File: config.mk
export PLATFORM = sky130hd
export DESIGN_NAME = pair_addsub_alu
export DESIGN_NICKNAME = d
export VERILOG_FILES = /design/src/rtl/pair_alu_pkg.sv /design/src/rtl/half_lane.sv /design/src/rtl/half_placer.sv /design/src/rtl/pair_addsub_alu.sv
export SDC_FILE = /design/constraint.sdc
export NUM_CORES = 1
export LEC_CHECK = 0
export BUFFER_PORTS_ARGS = -buffer_cell sky130_fd_sc_hd__clkbuf_2
export CELL_PAD_IN_SITES_DETAIL_PLACEMENT = 1
export CELL_PAD_IN_SITES_GLOBAL_PLACEMENT = 2
export CORE_ASPECT_RATIO = 0.5
export CORE_MARGIN = 4
export CORE_UTILIZATION = 33
export CTS_CLUSTER_DIAMETER = 60
export DETAILED_ROUTE_END_ITERATION = 10
export PLACE_DENSITY_LB_ADDON = 0.1
export SETUP_SLACK_MARGIN = 0.5
export SKIP_LAST_GASP = 1
export SLEW_MARGIN = 20
export SYNTH_ARGS = -nofsm -noshare
export SYNTH_HDL_FRONTEND = slang
export SYNTH_HIERARCHICAL = 1
export SYNTH_SLANG_ARGS = --single-unit
File: constraint.sdc
create_clock -name clk -period 4.1 [get_ports clk]
set_clock_uncertainty 0.15 [all_clocks]
set_input_delay 0.82 -clock clk [delete_from_list [all_inputs] [get_ports clk]]
set_output_delay 0.82 -clock clk [all_outputs]
set_load 0.03 [all_outputs]
File: src/rtl/pair_alu_pkg.sv
`timescale 1ns/1ps
package pair_alu_pkg;

    // Which arithmetic a half-word lane performs.
    typedef enum logic {
        LANE_ADD = 1'b0,
        LANE_SUB = 1'b1
    } lane_op_e;

    // Default half-word width used by the paired ALU.
    localparam int DEFAULT_HALF_W = 16;

endpackage

File: src/rtl/half_lane.sv
`timescale 1ns/1ps
module half_lane
    import pair_alu_pkg::*;
#(
    parameter int       W  = 16,
    parameter lane_op_e OP = LANE_ADD
) (
    input  logic [W-1:0] x,
    input  logic [W-1:0] y,
    input  logic         sat,
    output logic [W-1:0] res,
    output logic         ovf
);

    localparam logic [W-1:0] POS_LIMIT = {1'b0, {(W-1){1'b1}}};
    localparam logic [W-1:0] NEG_LIMIT = {1'b1, {(W-1){1'b0}}};

    logic [W-1:0] raw;
    logic         same_sign_in;

    generate
        if (OP == LANE_ADD) begin : g_add
            always_comb begin
                raw          = x + y;
                same_sign_in = (x[W-1] == y[W-1]);
            end
        end else begin : g_sub
            always_comb begin
                raw          = x - y;
                same_sign_in = (x[W-1] != y[W-1]);
            end
        end
    endgenerate

    // On overflow the true result carries the sign of x, so x picks the clamp value.
    always_comb begin
        ovf = same_sign_in && (raw[W-1] != x[W-1]);
        if (sat && ovf) begin
            res = x[W-1] ? NEG_LIMIT : POS_LIMIT;
        end else begin
            res = raw;
        end
    end

endmodule

File: src/rtl/half_placer.sv
`timescale 1ns/1ps
module half_placer #(
    parameter int W = 16
) (
    input  logic [W-1:0]   sum_h,
    input  logic [W-1:0]   diff_h,
    input  logic           swap,
    output logic [2*W-1:0] word
);

    always_comb begin
        if (swap) begin
            word = {diff_h, sum_h};
        end else begin
            word = {sum_h, diff_h};
        end
    end

endmodule

File: src/rtl/pair_addsub_alu.sv
`timescale 1ns/1ps
module pair_addsub_alu
    import pair_alu_pkg::*;
#(
    parameter int HALF_W = DEFAULT_HALF_W
) (
    input  logic                  clk,
    input  logic                  rst_n,
    input  logic                  in_valid,
    input  logic [2*HALF_W-1:0]   op_a,
    input  logic [2*HALF_W-1:0]   op_b,
    input  logic                  sat_en,
    input  logic                  swap_en,
    output logic                  out_valid,
    output logic [2*HALF_W-1:0]   out_result,
    output logic                  out_ovf_sum,
    output logic                  out_ovf_diff
);

    localparam int WORD_W = 2 * HALF_W;

    typedef struct packed {
        logic              valid;
        logic [WORD_W-1:0] result;
        logic              ovf_sum;
        logic              ovf_diff;
    } out_state_t;

    logic [HALF_W-1:0] sum_half;
    logic [HALF_W-1:0] diff_half;
    logic              sum_ovf;
    logic              diff_ovf;
    logic [WORD_W-1:0] packed_word;

    out_state_t st_d;
    out_state_t st_q;

    half_lane #(.W(HALF_W), .OP(LANE_ADD)) u_hi_add (
        .x   (op_a[WORD_W-1:HALF_W]),
        .y   (op_b[WORD_W-1:HALF_W]),
        .sat (sat_en),
        .res (sum_half),
        .ovf (sum_ovf)
    );

    half_lane #(.W(HALF_W), .OP(LANE_SUB)) u_lo_sub (
        .x   (op_a[HALF_W-1:0]),
        .y   (op_b[HALF_W-1:0]),
        .sat (sat_en),
        .res (diff_half),
        .ovf (diff_ovf)
    );

    half_placer #(.W(HALF_W)) u_place (
        .sum_h  (sum_half),
        .diff_h (diff_half),
        .swap   (swap_en),
        .word   (packed_word)
    );

    always_comb begin
        st_d       = st_q;
        st_d.valid = in_valid;
        if (in_valid) begin
            st_d.result   = packed_word;
            st_d.ovf_sum  = sum_ovf;
            st_d.ovf_diff = diff_ovf;
        end
    end

    always_ff @(posedge clk) begin
        if (!rst_n) begin
            st_q <= '0;
        end else begin
            st_q <= st_d;
        end
    end

    assign out_valid    = st_q.valid;
    assign out_result   = st_q.result;
    assign out_ovf_sum  = st_q.ovf_sum;
    assign out_ovf_diff = st_q.ovf_diff;

endmodule

======== Word-level counts from Yosys, hierarchy flattened ========
Cells that the tools add are included.
Widths: inputs -> output; s select.
storage, ports and cells
  register bits after elaboration ......... 35
  word-level logic and storage cells ...... 19
cells by class
  add/sub/neg operators ................... 2
  equal/unequal tests ..................... 4
  multiplexer cells ....................... 5
  reduce and logical (&&, ||, !) cells .... 4
operators by type and width
  cell               number
  $mux 16            4
  $mux 32            1
  $add 16x16->16     1
  $sub 16x16->16     1
  $logic_and 1x1->1  4
  $ne 1x1->1         3
  $eq 1x1->1         1

======== Longest topological paths before layout ========
Gate-level depths: netlist (run 1).
  word-level depth ........................ 6
  mapped depth ............................ 13

======== Modules after synthesis ========
The synthesis (run 1) kept the hierarchy.
modules (own cells, without submodules)
  module                instances  cells each  area an instance (um2)  sequential area each (um2)
  pair_addsub_alu       1          111         1342.5                  700.7
  half_lane (u_lo_sub)  1          160         1102.3                  0.0
  half_lane (u_hi_add)  1          122         1019.7                  0.0
  half_placer           1          36          544.3                   0.0

======== Least setup slack after synthesis (run 1) ========
No wires, ideal clock.
  path kind ............................... in2reg
  start point ............................. input op_b[10]
  end point ............................... register st_q (netlist bit out_result[13])
  library setup time ...................... 116 ps
  data arrival time ....................... 2887 ps
  required time ........................... 3834 ps
  slack ................................... 947 ps
  stages on the path ...................... 12
  path buffers ............................ 1
  path through ............................ inv_1 > ha_1 > buf_2 > a21o_1 > o31ai_1 > mux2i_1 > o31ai_1 > a211oi_1 > o22ai_1 > mux2_4 > mux2i_1 > nor2b_1
between the ends
  word-level cells in the longest chain between the ends .. 6
RTL lines
  item                       RTL line               text
  from (decl)                pair_addsub_alu.sv:11  input logic [2*HALF_W-1:0] op_b,
  $sub 16x16->16 *           half_lane.sv:29        raw = x - y;
  $ne 1x1->1                 half_lane.sv:37        ovf = same_sign_in && (raw[W-1] != x[W-1]);
  $logic_and 1x1->1          half_lane.sv:37
  $logic_and 1x1->1          half_lane.sv:38        if (sat && ovf) begin
  $mux 16 *                  half_lane.sv:38
  named net diff_half[13]    pair_addsub_alu.sv:30  logic [HALF_W-1:0] diff_half;
  $mux 32 *                  half_placer.sv:12      if (swap) begin
  named net packed_word[13]  pair_addsub_alu.sv:33  logic [WORD_W-1:0] packed_word;
  to (signal assigned)       pair_addsub_alu.sv:75  st_q <= st_d;
  to (decl)                  pair_addsub_alu.sv:36  out_state_t st_q;
Mark *: on every way through the listed nets, which the timed path passes. The rest lies on a longest branch.
A chain may end at the register's enable or synchronous reset.

======== Worst setup path in the final report (run 1) ========
  start point ............................. input op_b[8]
  end point ............................... register st_q (netlist bit out_result[24])
Same word-level chain as after synthesis.

==> results of run 1 <==
==> cells in the mapped netlist (5+ instances only) <==
master / instances
nor2_1: 17
dfxtp_1: 35
a21o_1: 6
mux2_4: 30
mux2i_1: 49
a21boi_0: 5
buf_12: 6
xor2_1: 8
o21ai_2: 10
ha_1: 30
nand2_1: 15
nor2b_1: 36
o21ai_0: 8
and2_1: 5
o22ai_1: 6
inv_1: 27
a21oi_1: 23
nand2b_1: 7
nand3_1: 9
xnor2_1: 10
o211ai_1: 5
o21a_1: 6
nor3_1: 5
==> through the flow <==
stage	hold WS [ns]	worst slack (ns)
2_1_floorplan	0.4904	0.9470
3_3_place_gp	0.3519	0.2950
3_5_place_dp	0.3589	0.2025
4_1_cts	0.3764	0.6219
5_1_grt	0.3923	0.5070
6_report	0.3711	0.6603
==> final cells by class <==
| type | instances | area [um^2] | area share [%] |
|---|---|---|---|
| clock buffers | 7 | 132.6 | 2.819 |
| clock inverters | 1 | 5.005 | 0.1064 |
| multi-input cells | 350 | 3015 | 64.10 |
| repair buffers | 105 | 543.0 | 11.54 |
| flip-flops and latches | 35 | 700.7 | 14.89 |
| well taps | 165 | 206.4 | 4.388 |
| inverters | 27 | 101.3 | 2.154 |
==> kinds of logic after synthesis <==
| group | count (synthesis) | share of synthesized area [%] |
|---|---|---|
| XOR/XNOR | 18 | 3.933 |
| multiplexers | 82 | 24.31 |
| flip-flops | 35 | 17.48 |
| adder cells (fa/ha/maj) | 32 | 10.36 |
| buffers and inverters | 44 | 7.615 |
| AO/OA/AOI/OAI | 107 | 20.22 |
| AND/OR/NAND/NOR | 111 | 16.07 |
==> cell usage in the layout, fill, tap and decap left out, drive strengths merged, types with 2 or more instances in the layout <==
cell	synthesis	final
a211o	2	2
a211oi	5	5
a21boi	6	6
a21o	6	6
a21oi	28	28
a31oi	2	2
and2	5	5
and3	4	4
buf	13	2
clkbuf	4	110
dfxtp	35	35
fa	2	2
ha	30	30
inv	27	27
mux2	33	33
mux2i	49	49
nand2	15	15
nand2b	7	7
nand3	11	11
nand3b	2	2
nand4	4	4
nor2	17	17
nor2b	36	36
nor3	5	5
o2111ai	2	2
o211ai	6	6
o21a	6	6
o21ai	21	21
o21bai	3	3
o22ai	6	6
o31ai	5	5
xnor2	10	10
xor2	8	8
==> sequential cells by signal (all words and copies together), names as in the netlist <==
| register | flops |
|---|---|
| out_ovf_diff | 1 |
| out_ovf_sum | 1 |
| out_result | 32 |
| out_valid | 1 |
==> critical path, stage by stage <==
cell and delay (ns):
clkbuf_2 0.07, inv_1 0.03, ha_1 0.38, a21oi_2 0.30
o21ai_2 0.09, a221oi_2 0.33, a21oi_1 0.17, o21ai_4 0.44
mux2i_1 0.45, mux2_4 0.23, mux2i_1 0.06, nor2b_1 0.13
==> worst paths after layout <==
check	from	to	slack, ns	cells past startpoint
hold / removal	out_result[13]	out_result[13]	0.37	2
setup reg to reg	out_result[4]	out_result[4]	3.32	2
hold reg to reg	out_result[13]	out_result[13]	0.37	2
setup / recovery	op_b[8]	out_result[24]	0.66	12
==> power groups by stage <==
stage | clock network (W) | logic [W] | registers (W)
2_1_floorplan | 0 | 0.000503 | 0.000486
3_3_place_gp | 0 | 0.000758 | 0.000412
3_5_place_dp | 0 | 0.000766 | 0.000412
4_1_cts | 0.000372 | 0.000774 | 0.000405
5_1_grt | 0.000385 | 0.000839 | 0.000409
6_report | 0.000361 | 0.000767 | 0.000404
==> layer usage <==
metal  wire length [um]  vias up
li1                   -     1745
met1               5907     1551
met2               4563       55
met3                361        5
met4                 55        0
met5                  0        -
==> metrics, run 1 <==
Logic pwr share 50.1%; Fmax achieved roughly 290 MHz; I/O pin count between 100 and 150; final critical path time including I/O delays and setup between 3 and 4 ns; dominant synthesized flop cell dfxtp_1; total power divided by cell area roughly 330 nW/um^2; number of sinks on the clock net 35; total routing usage reported by global routing 15.26%; max-slew violation count 0; DRC violations left 0; number of nets in the synthesized netlist 530; cell leakage power 2.366 nW; Worst EP required 4.17 ns; maximum number of buffers from clock root to sink 2; cell accounting for the most synthesized area dfxtp_1; net load switching power 0.0005848 W; pin count of the biggest net entering global routing 36; number of enable flip-flop cells after synthesis 0; Worst Setup Path Type primary input to flop; critical path capture point type flop; maximum vdd drop roughly 0.14 mV; Post-CTS Hold Fix Bufs 0; effective utilization at floorplan roughly a third; wire length of the first global-routing pass approximately 18 mm; sequential group share of total power a little over a quarter; share of the synthesized area in the top cell type ~17%; largest cells by area after synthesis dfxtp_1 (17%), mux2i_1 (12%), mux2_4 (11%); cells resized by post-CTS repair 1; number of max-cap violations 0; part of the cycle the worst path needs between 80 and 90%; number of fill cells in the layout roughly 1500; Max transition margin a little over half; worst min-delay path category flop to flop; clock network fraction of total power roughly a quarter; kind of start point of the critical path primary input; Post-layout nets approximately 630; final global-route overflow total 0; synth-to-layout area growth 17.35%; busiest metal layer after global routing met2; number of flip-flops and latches in the synthesized netlist 35; htree depth 2; final setup violation count 0; die extent in y 85.94 um; number of instances in the synthesized netlist around 430; wire length after detailed routing 10.89 mm; layout cell share with drive strength beyond 1 33.14%; internal power consumption roughly 0.00095 W; total standard cell area after synthesis around 4000 um^2; met2 demand-to-capacity share in global routing a little under a quarter; vias post-DR 3356; number of buffers created by CTS 5; final weighted congestion in routability-driven placement around 0.78; critical path fanouts, max 12; synth warn 6; CTS tree done; worst slew pin tran 0.7062 ns; Final TNS setup 0 ns; # Post-CTS Setup Buffers 0; DRT iter0 DRCs approximately 100; unrepaired setup endpoints after global routing false; net switching fraction of the power about two fifths; number of library cell types mapped by synthesis 66; DP Wirelength between 8 and 9 mm; GR Layer Usage met3 under 10%; antenna diode count 0; sequential cell area fraction in the yosys report between 10% and 20%; initial antenna violation count 0; share of synthesized registers carrying an async set or reset 0%; Die Outline Area between 10000 and 15000 um^2; met1 Track Usage GR a little under a quarter; endpoints failing hold 0; Mapped Avg Cell Area between 9 and 10 um^2; drt via density around 5; final cell area excluding filler cells between 4000 and 5000 um^2; number of non-filler instances in the completed layout a little under 700; 1st-pass router iterations 4; post-DR wirelength/cell ~16 um; outcome completed; post-layout total power 0.001532 W; placed standard-cell area about 4500 um^2; clock latency on the worst-skew pair approximately 0.28 ns; count of placed standard cells including taps 681; vias in the first global route ~3400; site row count 28; arrival time worst endpoint ~3.5 ns; Core Area ~12000 um^2; Clk pin slew, worst setup/hold paths ~0.060 ns; utilization of the core after routing around two fifths; I/O Buffers between 100 and 150; width of the die between 150 and 200 um; count of nets left with antenna violations after detail routing 0; cell chosen for the clock root clkbuf_16
Power figures use the tool's default switching activity.
==> run 2, diff against run 1 <==
- CORE_UTILIZATION: 33 -> 29
- clock period: 4.1 -> 3.14 ns (I/O delays scaled with it)
==> metrics, run 2 (same netlist as run 1, synthesis figures left out) <==
Post-CTS Hold Fix Bufs 0; vias post-DR approximately 3700; Fmax achieved ~350 MHz; CTS tree done; hold slack between 0.3 and 0.4 ns; Worst Setup Path Type primary input to flop; layout cell share with drive strength beyond 1 between 50% and 60%; synth-to-layout area growth 48.38%; arrival time worst endpoint 2.91 ns; net load switching power roughly 0.00084 W; Worst EP required about 3.2 ns; Reg area between 700 and 800 um^2; final weighted congestion in routability-driven placement between 0.7 and 0.8; number of fill cells in the layout between 1500 and 2000; maximum number of buffers from clock root to sink 2; cell leakage power between 2 and 3 nW; total routing usage reported by global routing between 10% and 20%; I/O Buffers roughly 100; utilization of the core after routing about 44%; clock network fraction of total power a little over 20%; worst min-delay path category flop to flop; most common library cell in the layout ignoring fill and taps clkbuf_2; Max transition margin 57.58%; DP Wirelength between 9 and 10 mm; critical path fanouts, max 7; DRC violations left 0; internal power consumption ~0.0014 W; net switching fraction of the power 37.38%; busiest metal layer after global routing met2; part of the cycle the worst path needs between 90% and 100%; CP startpoint op_b[4]; 1st-pass router iterations 4; final critical path time including I/O delays and setup 2.847 ns; GR Layer Usage met3 1.331%; htree depth 2; count of nets left with antenna violations after detail routing 0; total power divided by cell area about 380 nW/um^2; initial antenna violation count 0; launching point of the worst reg2reg path out_result[30]; number of max-cap violations 0; vias in the first global route 3759; Clk pin slew, worst setup/hold paths ~0.05 ns; Die Outline Area around 16000 um^2; Logic pwr share a little under three fifths; max-slew violation count 0; max reg flops 32; unrepaired setup endpoints after global routing true; post-DR wirelength/cell ~15 um; met2 demand-to-capacity share in global routing between 20% and 30%; most frequent cells in the layout clkbuf_2 (100), buf_4 (64), mux2i_1 (37); I/O pin count ~100; number of buffers created by CTS 5; worst slew pin tran roughly 0.64 ns; wire length after detailed routing between 10 and 15 mm; min-delay src out_result[17]; sequential group share of total power a little under a quarter; clock latency on the worst-skew pair between 0.2 and 0.3 ns; number of sinks on the clock net 35; DRT iter0 DRCs 166; outcome completed; pin count of the biggest net entering global routing 36; critical path capture point type flop; antenna diode count 0; final global-route overflow total 0; met1 Track Usage GR about 22%; wire length of the first global-routing pass ~20 mm; cell chosen for the clock root clkbuf_16; drt via density ~4.7; site row count 30; Core Area between 10000 and 15000 um^2; Post-layout nets just under 700; multi-input combinational cell area 3633 um^2; kind of start point of the critical path primary input; effective utilization at floorplan 29.58%; die extent in y about 90 um; final setup violation count 0; post-layout total power 0.002250 W; maximum vdd drop 0.1678 mV; width of the die about 170 um; endpoints failing hold 0
-- run 2: cell types whose count changed in the layout (fill, tap and decap cells not counted), sizes merged --
cell,previous run,this run
buf,2,74
clkinv,1,0
clkbuf,110,107
-- run 2: area by class of cell --
type | count | share of cell area, %
Tap cell | 192 | 4.039
Clock buffer | 6 | 2.167
Inverter | 27 | 1.872
Timing Repair Buffer | 175 | 19.06
Multi-Input combinational cell | 350 | 61.09
Sequential cell | 35 | 11.78
-- run 2: stage by stage --
| step | cell area (um^2) | setup TNS (ns) | setup WS (ns) | cells |
|---|---|---|---|---|
| finish | 5948 | 0 | 0.2933 | 785 |
| global placement | 5326 | -7.670 | -0.3851 | 762 |
| detailed placement | 5326 | -9.527 | -0.4554 | 762 |
| CTS | 5688 | 0 | 0.3132 | 776 |
| global route | 5948 | 0 | 0.1578 | 785 |
| floorplan | 4343 | 0 | 0.3559 | 429 |
-- run 2: critical path, cell delays in order --
cell and delay, ns:
buf_6 0.09, inv_4 0.05, ha_4 0.20, a21o_1 0.16
nand3b_1 0.20, o2111ai_2 0.27, buf_4 0.17, a21oi_4 0.06
o21ai_4 0.22, buf_12 0.17, mux2i_2 0.30, mux2_4 0.20
mux2i_1 0.07, nor2b_1 0.12
-- run 2: layer usage --
| layer | vias up | share of wire [%] |
|---|---|---|
| met5 | - | 0 |
| met4 | 0 | 0.66 |
| met3 | 7 | 2.8 |
| met2 | 58 | 44 |
| met1 | 1712 | 53 |
| li1 | 1886 | - |
-- run 2: repair_timing --
item,in CTS,in global routing
setup endpoints to repair,32,32
gates resized for setup,30,37
pin swaps,12,18
buffers inserted,8,9
-- run 2: power groups by stage --
stage	combinational, W	clock [W]	sequential (W)
floorplan	0.000714	0	0.000634
global placement	0.00114	0	0.000539
detailed placement	0.00115	0	0.000539
CTS	0.00121	0.000466	0.000530
global route	0.00138	0.000480	0.000535
finish	0.00127	0.000454	0.000529
-- run 2: final timing paths --
| check | end | slack (ns) | cells past startpoint |
|---|---|---|---|
| setup / recovery | out_result[24] | 0.29 | 14 |
| hold / removal | out_result[17] | 0.37 | 2 |
| setup reg to reg | out_result[30] | 2.36 | 2 |
| hold reg to reg | out_result[17] | 0.37 | 2 |
